--- src/rtl/fdw_pkg.sv ---
package fdw_pkg;

    localparam logic [1:0] FDW_MEM_IDLE = 2'b00;
    localparam logic [1:0] FDW_MEM_WB   = 2'b01;

    function automatic int unsigned fdw_idx_w(input int unsigned n);
        return (n > 1) ? $clog2(n) : 1;
    endfunction

endpackage

--- src/rtl/fdw_track_table.sv ---
module fdw_track_table
    import fdw_pkg::*;
#(
    parameter int unsigned NUM_ENT = 4,
    parameter int unsigned AW      = 16,
    parameter int unsigned DW      = 64,
    parameter int unsigned IW      = 4
) (
    input  logic          clk,
    input  logic          rst_n,
    input  logic          alloc_en,
    input  logic [AW-1:0] alloc_addr,
    input  logic [IW-1:0] alloc_src,
    input  logic [IW-1:0] alloc_orig,
    input  logic [DW-1:0] alloc_data,
    input  logic          alloc_dirty,
    input  logic [DW-1:0] alloc_dir_data,
    input  logic [AW-1:0] look_addr,
    output logic          look_busy,
    output logic          has_free,
    input  logic          free_en,
    input  logic [AW-1:0] free_addr,
    output logic          free_hit,
    output logic [IW-1:0] free_src,
    output logic [IW-1:0] free_orig,
    output logic [DW-1:0] free_data
);

    localparam int unsigned IXW = fdw_idx_w(NUM_ENT);

    typedef struct packed {
        logic [NUM_ENT-1:0]         valid;
        logic [NUM_ENT-1:0]         dirty;
        logic [NUM_ENT-1:0][AW-1:0] addr;
        logic [NUM_ENT-1:0][IW-1:0] src;
        logic [NUM_ENT-1:0][IW-1:0] orig;
        logic [NUM_ENT-1:0][DW-1:0] data;
    } tbl_t;

    tbl_t tbl_d, tbl_q;

    logic [NUM_ENT-1:0] look_match;
    logic [NUM_ENT-1:0] free_match;

    // Per-entry address comparators for the request and ack sides
    for (genvar g = 0; g < NUM_ENT; g++) begin : g_match
        assign look_match[g] = tbl_q.valid[g] && (tbl_q.addr[g] == look_addr);
        assign free_match[g] = tbl_q.valid[g] && (tbl_q.addr[g] == free_addr);
    end

    logic [IXW-1:0] alloc_idx;
    logic [IXW-1:0] hit_idx;

    always_comb begin
        alloc_idx = '0;
        for (int i = NUM_ENT - 1; i >= 0; i--) begin
            if (!tbl_q.valid[i]) alloc_idx = IXW'(i);
        end
        hit_idx = '0;
        for (int i = 0; i < NUM_ENT; i++) begin
            if (free_match[i]) hit_idx = IXW'(i);
        end
    end

    assign look_busy = |look_match;
    assign has_free  = ~&tbl_q.valid;
    assign free_hit  = |free_match;
    assign free_src  = tbl_q.src[hit_idx];
    assign free_orig = tbl_q.orig[hit_idx];
    assign free_data = tbl_q.data[hit_idx];

    always_comb begin
        tbl_d = tbl_q;
        if (free_en && free_hit) begin
            tbl_d.valid[hit_idx] = 1'b0;
            tbl_d.dirty[hit_idx] = 1'b0;
        end
        if (alloc_en) begin
            tbl_d.valid[alloc_idx] = 1'b1;
            tbl_d.addr[alloc_idx]  = alloc_addr;
            tbl_d.src[alloc_idx]   = alloc_src;
            tbl_d.orig[alloc_idx]  = alloc_orig;
            // Entry is pre-marked from the directory's own line state;
            // the flush data replaces the copy only on a clean entry.
            tbl_d.dirty[alloc_idx] = alloc_dirty;
            tbl_d.data[alloc_idx]  = alloc_dir_data;
            if (!tbl_d.dirty[alloc_idx]) begin
                tbl_d.data[alloc_idx] = alloc_data;
            end
        end
    end

    always_ff @(posedge clk) begin
        if (!rst_n) begin
            tbl_q <= '0;
        end else begin
            tbl_q <= tbl_d;
        end
    end

endmodule

--- src/rtl/fdw_ctrl.sv ---
module fdw_ctrl
    import fdw_pkg::*;
#(
    parameter int unsigned AW = 16,
    parameter int unsigned DW = 64,
    parameter int unsigned IW = 4
) (
    input  logic          clk,
    input  logic          rst_n,
    input  logic          accept,
    input  logic [AW-1:0] acc_addr,
    input  logic [DW-1:0] acc_data,
    input  logic          ack_fire,
    input  logic [AW-1:0] ack_addr,
    input  logic [IW-1:0] ack_src,
    input  logic [IW-1:0] ack_orig,
    input  logic [DW-1:0] ack_data,
    output logic          tag_rd_en,
    output logic          tag_wr_en,
    output logic [AW-1:0] tag_addr,
    output logic          mem_wr_valid,
    output logic [1:0]    mem_wr_type,
    output logic [AW-1:0] mem_wr_addr,
    output logic [DW-1:0] mem_wr_data,
    output logic          rsp_valid,
    output logic [AW-1:0] rsp_addr,
    output logic [IW-1:0] rsp_dest,
    output logic [IW-1:0] rsp_wt,
    output logic [DW-1:0] rsp_data
);

    typedef struct packed {
        logic          wr_v;
        logic [1:0]    wr_type;
        logic [AW-1:0] wr_addr;
        logic [DW-1:0] wr_data;
        logic          tag_v;
        logic [AW-1:0] tag_a;
        logic          rsp_v;
        logic [AW-1:0] rsp_a;
        logic [IW-1:0] rsp_dst;
        logic [IW-1:0] rsp_wtr;
        logic [DW-1:0] rsp_dat;
    } ctl_t;

    ctl_t ctl_d, ctl_q;

    always_comb begin
        ctl_d         = ctl_q;
        ctl_d.wr_v    = accept;
        ctl_d.tag_v   = accept;
        ctl_d.rsp_v   = ack_fire;
        ctl_d.wr_type = accept ? FDW_MEM_WB : FDW_MEM_IDLE;
        if (accept) begin
            ctl_d.wr_addr = acc_addr;
            ctl_d.wr_data = acc_data;
            ctl_d.tag_a   = acc_addr;
        end
        if (ack_fire) begin
            ctl_d.rsp_a   = ack_addr;
            ctl_d.rsp_dst = ack_src;
            ctl_d.rsp_wtr = ack_orig;
            ctl_d.rsp_dat = ack_data;
        end
    end

    always_ff @(posedge clk) begin
        if (!rst_n) begin
            ctl_q <= '0;
        end else begin
            ctl_q <= ctl_d;
        end
    end

    assign mem_wr_valid = ctl_q.wr_v;
    assign mem_wr_type  = ctl_q.wr_type;
    assign mem_wr_addr  = ctl_q.wr_addr;
    assign mem_wr_data  = ctl_q.wr_data;
    assign tag_rd_en    = ctl_q.tag_v;
    assign tag_wr_en    = ctl_q.tag_v;
    assign tag_addr     = ctl_q.tag_a;
    assign rsp_valid    = ctl_q.rsp_v;
    assign rsp_addr     = ctl_q.rsp_a;
    assign rsp_dest     = ctl_q.rsp_dst;
    assign rsp_wt       = ctl_q.rsp_wtr;
    assign rsp_data     = ctl_q.rsp_dat;

endmodule

--- src/rtl/flush_dir_wb.sv ---
module flush_dir_wb
    import fdw_pkg::*;
#(
    parameter int unsigned NUM_ENT = 4,
    parameter int unsigned AW      = 16,
    parameter int unsigned DW      = 64,
    parameter int unsigned IW      = 4
) (
    input  logic          clk,
    input  logic          rst_n,
    input  logic          req_valid,
    output logic          req_ready,
    input  logic [AW-1:0] req_addr,
    input  logic [DW-1:0] req_data,
    input  logic [IW-1:0] req_src,
    input  logic [IW-1:0] req_orig,
    input  logic          dir_line_dirty,
    input  logic [DW-1:0] dir_line_data,
    output logic          tag_rd_en,
    output logic          tag_wr_en,
    output logic [AW-1:0] tag_addr,
    output logic          mem_wr_valid,
    output logic [1:0]    mem_wr_type,
    output logic [AW-1:0] mem_wr_addr,
    output logic [DW-1:0] mem_wr_data,
    input  logic          mem_ack_valid,
    input  logic [AW-1:0] mem_ack_addr,
    output logic          rsp_valid,
    output logic [AW-1:0] rsp_addr,
    output logic [IW-1:0] rsp_dest,
    output logic [IW-1:0] rsp_wt,
    output logic [DW-1:0] rsp_data
);

    logic          line_busy;
    logic          slot_free;
    logic          ack_hit;
    logic          accept;
    logic          ack_fire;
    logic [IW-1:0] hit_src;
    logic [IW-1:0] hit_orig;
    logic [DW-1:0] hit_data;

    // A line in flight or a full table holds the request at the port
    assign req_ready = slot_free && !line_busy;
    assign accept    = req_valid && req_ready;
    assign ack_fire  = mem_ack_valid && ack_hit;

    fdw_track_table #(
        .NUM_ENT (NUM_ENT),
        .AW      (AW),
        .DW      (DW),
        .IW      (IW)
    ) u_table (
        .clk            (clk),
        .rst_n          (rst_n),
        .alloc_en       (accept),
        .alloc_addr     (req_addr),
        .alloc_src      (req_src),
        .alloc_orig     (req_orig),
        .alloc_data     (req_data),
        .alloc_dirty    (dir_line_dirty),
        .alloc_dir_data (dir_line_data),
        .look_addr      (req_addr),
        .look_busy      (line_busy),
        .has_free       (slot_free),
        .free_en        (mem_ack_valid),
        .free_addr      (mem_ack_addr),
        .free_hit       (ack_hit),
        .free_src       (hit_src),
        .free_orig      (hit_orig),
        .free_data      (hit_data)
    );

    fdw_ctrl #(
        .AW (AW),
        .DW (DW),
        .IW (IW)
    ) u_ctrl (
        .clk          (clk),
        .rst_n        (rst_n),
        .accept       (accept),
        .acc_addr     (req_addr),
        .acc_data     (req_data),
        .ack_fire     (ack_fire),
        .ack_addr     (mem_ack_addr),
        .ack_src      (hit_src),
        .ack_orig     (hit_orig),
        .ack_data     (hit_data),
        .tag_rd_en    (tag_rd_en),
        .tag_wr_en    (tag_wr_en),
        .tag_addr     (tag_addr),
        .mem_wr_valid (mem_wr_valid),
        .mem_wr_type  (mem_wr_type),
        .mem_wr_addr  (mem_wr_addr),
        .mem_wr_data  (mem_wr_data),
        .rsp_valid    (rsp_valid),
        .rsp_addr     (rsp_addr),
        .rsp_dest     (rsp_dest),
        .rsp_wt       (rsp_wt),
        .rsp_data     (rsp_data)
    );

endmodule

--- config.mk ---
export PLATFORM = sky130hd
export DESIGN_NAME = flush_dir_wb
export DESIGN_NICKNAME = d
export VERILOG_FILES = /design/src/rtl/fdw_pkg.sv /design/src/rtl/fdw_track_table.sv /design/src/rtl/fdw_ctrl.sv /design/src/rtl/flush_dir_wb.sv
export SDC_FILE = /design/constraint.sdc
export NUM_CORES = 1
export LEC_CHECK = 0
export BUFFER_PORTS_ARGS = -buffer_cell sky130_fd_sc_hd__buf_2
export CAP_MARGIN = 15
export CORE_AREA = 2 2 209 211
export DETAILED_ROUTE_END_ITERATION = 10
export DIE_AREA = 0 0 211 213
export GPL_TIMING_DRIVEN = 0
export PLACE_DENSITY_LB_ADDON = 0.2
export REMOVE_ABC_BUFFERS = 1
export SKIP_LAST_GASP = 1
export SLEW_MARGIN = 20
export SYNTH_ARGS = -nofsm -noshare
export SYNTH_HDL_FRONTEND = slang
export SYNTH_SLANG_ARGS = --single-unit
--- constraint.sdc ---
create_clock -name clk -period 2.68 [get_ports clk]
set_clock_uncertainty 0.1 [all_clocks]
set_input_delay 0.134 -clock clk [delete_from_list [all_inputs] [get_ports clk]]
set_output_delay 0.134 -clock clk [all_outputs]
set_load 0.02 [all_outputs]
# Word-level counts from Yosys, hierarchy flattened
# Index checks and enable logic that the tools add are counted.
dict set report word_totals {
  elab_cells 96
  mem_count 0
  latch_bits 0
  inputBits 173
  output_inout_bits 191
  reg_bits 532
  mem_bits_rw 0
  romBits 0
}
dict set report classes {
  add_sub_neg 0
  mux 35
  reduce_logical 18
  div_mod_pow 0
  order_cmp 4
  n_eq_ne 8
  bitwise_logic 4
  mul 0
  n_shift 0
}
# op n
set op_table {}
lappend op_table {{256-bit bitwise mux} 2}
lappend op_table {{360-bit two-way mux} 1}
lappend op_table {{256-bit two-way mux} 1}
lappend op_table {{64-bit binary-select mux with 2-bit select} 1}
lappend op_table {{64-bit demux with 2-bit select} 1}
lappend op_table {{16-bit == test} 8}
lappend op_table {{64-bit two-way mux} 2}
lappend op_table {{64-bit bitwise mux} 1}
lappend op_table {{16-bit bitwise mux} 2}
lappend op_table {{16-bit demux with 2-bit select} 1}
lappend op_table {{4-bit binary-select mux with 2-bit select} 2}
lappend op_table {{16-bit two-way mux} 1}
lappend op_table {{1-bit logical AND} 13}
lappend op_table {{2-bit two-way mux} 6}
lappend op_table {{4-bit two-way mux} 3}
lappend op_table {{4-bit bitwise AND} 2}
lappend op_table {{4-bit demux with 2-bit select} 1}
lappend op_table {{8-bit two-way mux} 1}
lappend op_table {{4-bit OR reduction} 2}
lappend op_table {{2-bit by 3-bit less-than comparator with 1-bit output (second input constant)} 2}
lappend op_table {{1-bit two-way mux} 5}
lappend op_table {{4-bit bitwise mux} 1}
lappend op_table {{1-bit demux with 2-bit select} 2}
lappend op_table {{2-bit by 1-bit >= comparator with 1-bit output (second input constant)} 2}
lappend op_table {{5 further kinds} 6}

# Logic depth before layout (Yosys ltp)
# Gate-level depths: netlist of the first run.
dict set report depth {
  word_depth 17
  mapped_depth 11
  mapped_depth_nobuf 7
}

# Cells and area by module
# From an unflattened synthesis of the first run, not the netlist that was laid out.
dict set report unflattened {
  hier_cells 2872
  hier_area_um2 25189.2
}
# mod cells_each area_per_inst_um2 seq_area_each_um2 instances
set by_module_without_submodules {}
lappend by_module_without_submodules {fdw_track_table 2302 18634.1 7126.8 1}
lappend by_module_without_submodules {fdw_ctrl 567 6533.8 3403.3 1}
lappend by_module_without_submodules {flush_dir_wb 3 21.3 0.0 1}

# Least setup slack after synthesis of the first run
# No wires, ideal clock.
dict set report synth_timing {
  path_kind {reg2reg}
  startpoint {reg (tool-made name)}
  endpoint {reg u_ctrl.ctl_q (netlist bit u_ctrl.rsp_data[31])}
  n_path_buf 2
  path_stages_with_launch 10
  slack_ns 0.430
  required_time_ns 2.444
  synth_period_minus_slack_ns 2.250
  arrival_ns 2.013
  cell_sequence {dfxtp_1 xnor2_1 and4_1 nand4b_1 or4_1 buf_2 buf_1 nand3_1 a31o_2 a31oi_1}
}
# item line
set synth_lines {}
lappend synth_lines {{to (signal assigned)} fdw_ctrl.sv:71} ;# ctl_q <= ctl_d;
lappend synth_lines {{to (decl)} fdw_ctrl.sv:46} ;# ctl_t ctl_d, ctl_q;

==> out/qor.yml, run 1 <==
hold_path_class: "in2reg"
reg2reg_to: "u_table.tbl_q[103]"
critPathMaxFanout: 6
dr.pass1.iters: 6
layout_commonest_cell: "dfxtp_1"
synth_seq_area_share_pct: 45.33
rows: 76
cts_max_level: 2
hpwl_um: 48000
fin_area_um2: 33710
cp_slowest_cell: "dfxtp_4"
failed_checks: "negative setup slack"
period_share_pct: 105.3
die_y_um: 213
avgSynthCellArea_um2: 8.541
min_period_ns: 2.822
dr.first_iter.drc_count: 2664
routabilityCongestion: 0.8704
start_util_pct: 54.41
setup_violations: 165
grt_start_max_net_pins: 120
clock_path_buffers: 3
ys_ff_latch: 526
vias: 24343
r2r_slack_ns: -0.14
yosysWarningCount: 0
endpoint_kind: "flip-flop"
die_w_um: 211
crit_type: "reg2reg"
rsz0062_at_grt: "yes"
relSlewSlack_pct: 46.85
die-area_um2: 44940
placed_cell_area_um2: 25960
grt_overflow: 0
cp.required_ns: 3.06
num_io_pins: 364
clk_latency_ns: 0.62
cts.reportedPaths.clkPinSlew_ns: 0.07
cts_buffers: 54
cts_tree: "done"
synth_cell_types: 50
final_cell_mix: "dfxtp_1, buf_2, nor2_1, nand2_1, dlygate4sd3_1"
core-area_um2: 42700
cts-root-buf: "clkbuf_16"
dp_slack_ns: -1.138
antenna_found_initial: 1
outcome: "complete, but fails checks"
worst_pin_slew_ns: 0.7750
layout_setup_ws_ns: -0.1419
synth_edf_count: 0
drt-total-wl_um: 91870
slowest_delay_ns: 0.37
diodes: 0
crit_chain: "xor2_4 > nor4_4 > nand4_1 > o32ai_4 > buf_12 > nor4b_4 > buf_4 > buf_6 > buf_8 > buf_8 > buf_12 > nor2_4 > a211oi_4"
p_total_uw: 19270
vdd_drop_max_uv: 671.5
crit_end: "u_table.tbl_q[103]"
grt_pass1_vias: 23187
synthCells: 2720
ant_nets: 0
synth_flop_cell: "dfxtp_1"
max-cap-violations: 0
syn-cell-area_um2: 23230
post_drt_wl_per_cell_um: 23.93
arrival_ns: 3.20
finalHoldViolations: 0
numClockSinks: 526
fin_util_pct: 78.97
async_flop_share_pct: 0
area_growth_pct: 45.12
fin_nets: 3423
p_leak_uw: 0.01323
drive_gt1_share_pct: 33.56
p_per_area_nw_per_um2: 571.6
max_freq_mhz: 354.4
setup.worst_path.start_class: "flip-flop"
track_usage_pct: 36.42
grt_first_pass_wirelength_um: 129700
io_buffers: 362
r2r_cells: 13
slew_violations: 0
drc: 0
routed_via_density: 6.341
==> worst max-delay path: cells and delay by family (launching register included) <==
family          cells  cell delay (ns)
compound gates      2             0.36
simple gates        4             0.79
buf+inv             6             0.88
flops               1             0.37
xor+xnor            1             0.16
==> timing repair <==
item                       in CTS  in global routing
setup endpoints to repair     481                457
resized for setup             378                269
pin swaps                      56                 95
gates cloned                   13                 23
hold endpoints to repair      447                  5
hold buffers                  170                  1
setup buffers                  83                 25
==> logic make-up after synthesis <==
group                     count (synthesis)  synth area share, %
and+or+nand+nor                         885                17.53
muxes                                   152                6.549
other                                     1              0.01614
xor gates and xnor gates                129                4.863
DFF                                     526                45.33
buffers and inverters                   316                6.064
AOI/OAI and AO/OA                       711                19.65
==> worst min-delay path by stage <==
stage | startpoint | endpoint | cells past startpoint
6_report | req_data[18] | u_ctrl.mem_wr_data[18] | 4
5_1_grt | req_data[10] | u_ctrl.mem_wr_data[10] | 4
4_1_cts | req_addr[5] | flip-flop | 3
3_5_place_dp | req_data[33] | u_ctrl.mem_wr_data[33] | 3
3_3_place_gp | req_data[10] | u_ctrl.mem_wr_data[10] | 3
2_1_floorplan | req_data[0] | u_ctrl.mem_wr_data[0] | 2
==> area by class of cell <==
| type | instances | area (um^2) |
|---|---|---|
| tap | 546 | 683.2 |
| sequential | 526 | 10580 |
| clock inverter | 21 | 351.6 |
| multi-input combinational | 1883 | 13480 |
| clock buffer | 78 | 1613 |
| fill | 2590 | 8981 |
| inverter | 3 | 18.77 |
| timing repair buffer | 782 | 6989 |
==> metal layers <==
| layer | up-vias | global-route usage [%] | routed length, um |
|---|---|---|---|
| met5 | - | 0 | 13 |
| met4 | 2 | 18.19 | 3991 |
| met3 | 310 | 7.383 | 8559 |
| met2 | 1389 | 59.77 | 43540 |
| met1 | 11890 | 45.71 | 35760 |
| li1 | 10752 | - | - |
==> cells in the mapped netlist, types with 2 or more instances <==
cell	instances	share of area [%]
nand4b_1	4	0.15
o311ai_1	2	0.075
nand4_1	45	1.2
mux2i_1	152	6.5
a21oi_1	179	3.9
buf_4	25	0.81
inv_1	2	0.032
and3_1	36	0.97
buf_6	3	0.15
nand4bb_1	2	0.097
xnor2_1	27	1.0
xor2_1	102	3.8
and4_1	3	0.11
a31o_1	22	0.83
o21ai_0	162	3.5
a211oi_1	256	8.3
or2_2	3	0.081
clkbuf_2	2	0.043
nor2_1	326	5.3
a31oi_1	36	0.97
or4_1	3	0.097
nor4b_1	2	0.075
a31o_2	14	0.53
nor4_4	3	0.27
nor4_1	21	0.57
nor4_2	2	0.11
dfxtp_1	526	45
nand3_1	164	3.5
buf_2	83	1.8
o311ai_0	34	1.3
nor3_1	9	0.19
buf_1	17	0.27
or3_1	39	1.1
nand2_1	216	3.5
clkbuf_1	183	3.0
==> report_power, final <==
part	internal, uW	total [uW]	switching, uW
logic	1110	2600	1490
clock network	5040	8350	3310
registers	8110	8320	216
total	14300	19300	5020
==> per-stage QoR <==
stage          cells  hold WS [ns]  TNS (ns)
6_report        3839        0.1824    -7.402
5_1_grt         3839        0.2045    -16.74
4_1_cts         3800       -0.2297    -4.079
3_5_place_dp    3453        0.2728   -240.46
3_3_place_gp    3315        0.2612  -7496.63
2_1_floorplan   2407        0.1643  -3877.94
No activity file was read; power rests on OpenSTA's default activity.
==> run 2: changes to the inputs <==
--- a/config.mk
+++ b/config.mk
@@ -7,12 +7,11 @@
 export LEC_CHECK = 0
 export BUFFER_PORTS_ARGS = -buffer_cell sky130_fd_sc_hd__buf_2
 export CAP_MARGIN = 15
-export CORE_AREA = 2 2 209 211
+export CORE_AREA = 2 2 205 207
 export DETAILED_ROUTE_END_ITERATION = 10
-export DIE_AREA = 0 0 211 213
+export DIE_AREA = 0 0 207 209
 export GPL_TIMING_DRIVEN = 0
 export PLACE_DENSITY_LB_ADDON = 0.2
-export REMOVE_ABC_BUFFERS = 1
 export SKIP_LAST_GASP = 1
 export SLEW_MARGIN = 20
 export SYNTH_ARGS = -nofsm -noshare
==> run 2 against run 1 <==
Against the previous run: the flow still finishes with violations (negative setup slack); highest routed layer is now met4; register-to-register slack gained 0.06 ns; largest power group is now registers; non-clock buffer count grew 56; first-iteration DRC count grew 21%; critical path type unchanged; combinational power shrank 15%; fmax grew 2.0%.
==> out/qor.yml, run 2 (synthesis results as in run 1) <==
outcome: "complete, but fails checks"
failed_checks: "negative setup slack"
endpoint_kind: "flip-flop"
drive_gt1_share_pct: 21.80
cts_tree: "done"
cp.required_ns: 3.10
rows: 75
fin_nets: 3475
crit_type: "reg2reg"
path_delay_family: "buffers and inverters"
n_fill_cell: 3191
antenna_found_initial: 0
cts-root-buf: "clkbuf_16"
grt_pass1_vias: 23476
routed_via_density: 6.339
finalHoldViolations: 0
area_growth_pct: 29.17
max_freq_mhz: 361.5
dr.pass1.iters: 6
vias: 24616
slowest_delay_ns: 0.42
ant_nets: 0
final_cell_mix: "dfxtp_1, buf_2, nor2_1, a211oi_1, nand2_1"
stdcell_count: 3883
hp-start: "dir_line_data[22]"
setup_violations: 74
relSlewSlack_pct: 22.46
fin_util_pct: 72.68
routabilityCongestion: 0.9313
die_w_um: 207
setup.worst_path.start_class: "flip-flop"
dr.first_iter.drc_count: 3217
diodes: 0
worst_pin_slew_ns: 1.163
hold_path_class: "in2reg"
p_per_area_nw_per_um2: 604.2
critPathMaxFanout: 10
layout_setup_ws_ns: -0.08601
p_leak_uw: 0.01201
vdd_drop_max_uv: 450.7
numClockSinks: 526
io_buffers: 329
clock_path_buffers: 3
rsz0062_at_grt: "yes"
p_total_uw: 18130
cp_slowest_cell: "dfxtp_1"
clk_latency_ns: 0.63
period_share_pct: 103.2
setup_tns_ns: -1.139
cts_max_level: 2
cts.reportedPaths.clkPinSlew_ns: 0.07
num_io_pins: 364
worst-path-buf-inv: 3
hpwl_um: 61960
die-area_um2: 43260
track_usage_pct: 41.09
drt-total-wl_um: 94160
max-cap-violations: 0
start_util_pct: 56.27
arrival_ns: 3.19
core-area_um2: 41290
place_inst: 3590
grt_first_pass_wirelength_um: 138400
drc: 0
layout_commonest_cell: "dfxtp_1"
post_drt_wl_per_cell_um: 24.25
die_y_um: 209
syn-num-nets: 2893
cts_buffers: 54
crit_chain: "xor2_1 > nor4_2 > nand4_1 > buf_4 > o22ai_2 > nor4b_4 > clkdlybuf4s15_2 > buf_2 > nor2_1 > a211oi_1"
grt_overflow: 0
grt_start_max_net_pins: 16
min_period_ns: 2.766
slew_violations: 0
## run 2: stage by stage
stage	hold slack [ns]	area, um^2	setup WS (ns)
after floorplan	0.1644	23230	0.4302
after global placement	0.2624	25550	-1.454
after detailed placement	0.2709	25610	-0.8753
after CTS	0.007357	29420	-0.05007
after global routing	0.01401	30010	-0.1050
final	0.009470	30010	-0.08601
## run 2: worst reg2reg max path, delay by kind of cell, from the launching register on
kind | cells | cell delay [ns]
AND/OR/NAND/NOR | 4 | 0.76
XOR/XNOR | 1 | 0.22
flip-flops | 1 | 0.42
AO/OA/AOI/OAI | 2 | 0.36
buffers and inverters | 3 | 0.82
## run 2: layout make-up
type / count / area [um^2] / area share, %
Clock buffer: 79 / 1627 / 5.420
Timing Repair Buffer: 527 / 3602 / 12.00
Inverter: 3 / 11.26 / 0.03752
Buffer: 311 / 1672 / 5.570
Sequential cell: 526 / 10540 / 35.13
Tap cell: 539 / 674.4 / 2.247
Clock inverter: 19 / 163.9 / 0.5462
Multi-Input combinational cell: 1879 / 11720 / 39.04
## run 2: power breakdown
part	internal [uW]	switching, uW
clock network	4320	3320
logic	812	1400
registers	8110	178
## run 2: worst paths after layout
| path | to | slack [ns] | depth (start not counted) |
|---|---|---|---|
| worst max-delay path | u_table.tbl_q[70] | -0.09 | 10 |
| worst min-delay path | u_table.tbl_q[214] | 0.009 | 3 |
| worst max register to register | u_table.tbl_q[70] | -0.09 | 10 |
| worst min register to register | u_ctrl.rsp_addr[1] | 0.35 | 2 |
## run 2: what timing repair did
| action | in CTS | in global routing |
|---|---|---|
| endpoints found under the hold margin | 422 | 0 |
| buffers inserted | 12 | 16 |
| gates resized for setup | 90 | 200 |
| setup endpoints to repair | 411 | 481 |
| hold buffers | 167 | 0 |
| pin swaps | 13 | 18 |
| cloned | 1 | 1 |
## run 2: routing by layer
metal	part of all wire, %	wire length, um	vias up	global-route usage, %
met4	5.1	4836	0	21.01
met1	39	36890	11783	53.24
li1	-	-	10848	-
met3	11	10490	343	9.769
met5	0	0	-	0
met2	45	41950	1642	64.06
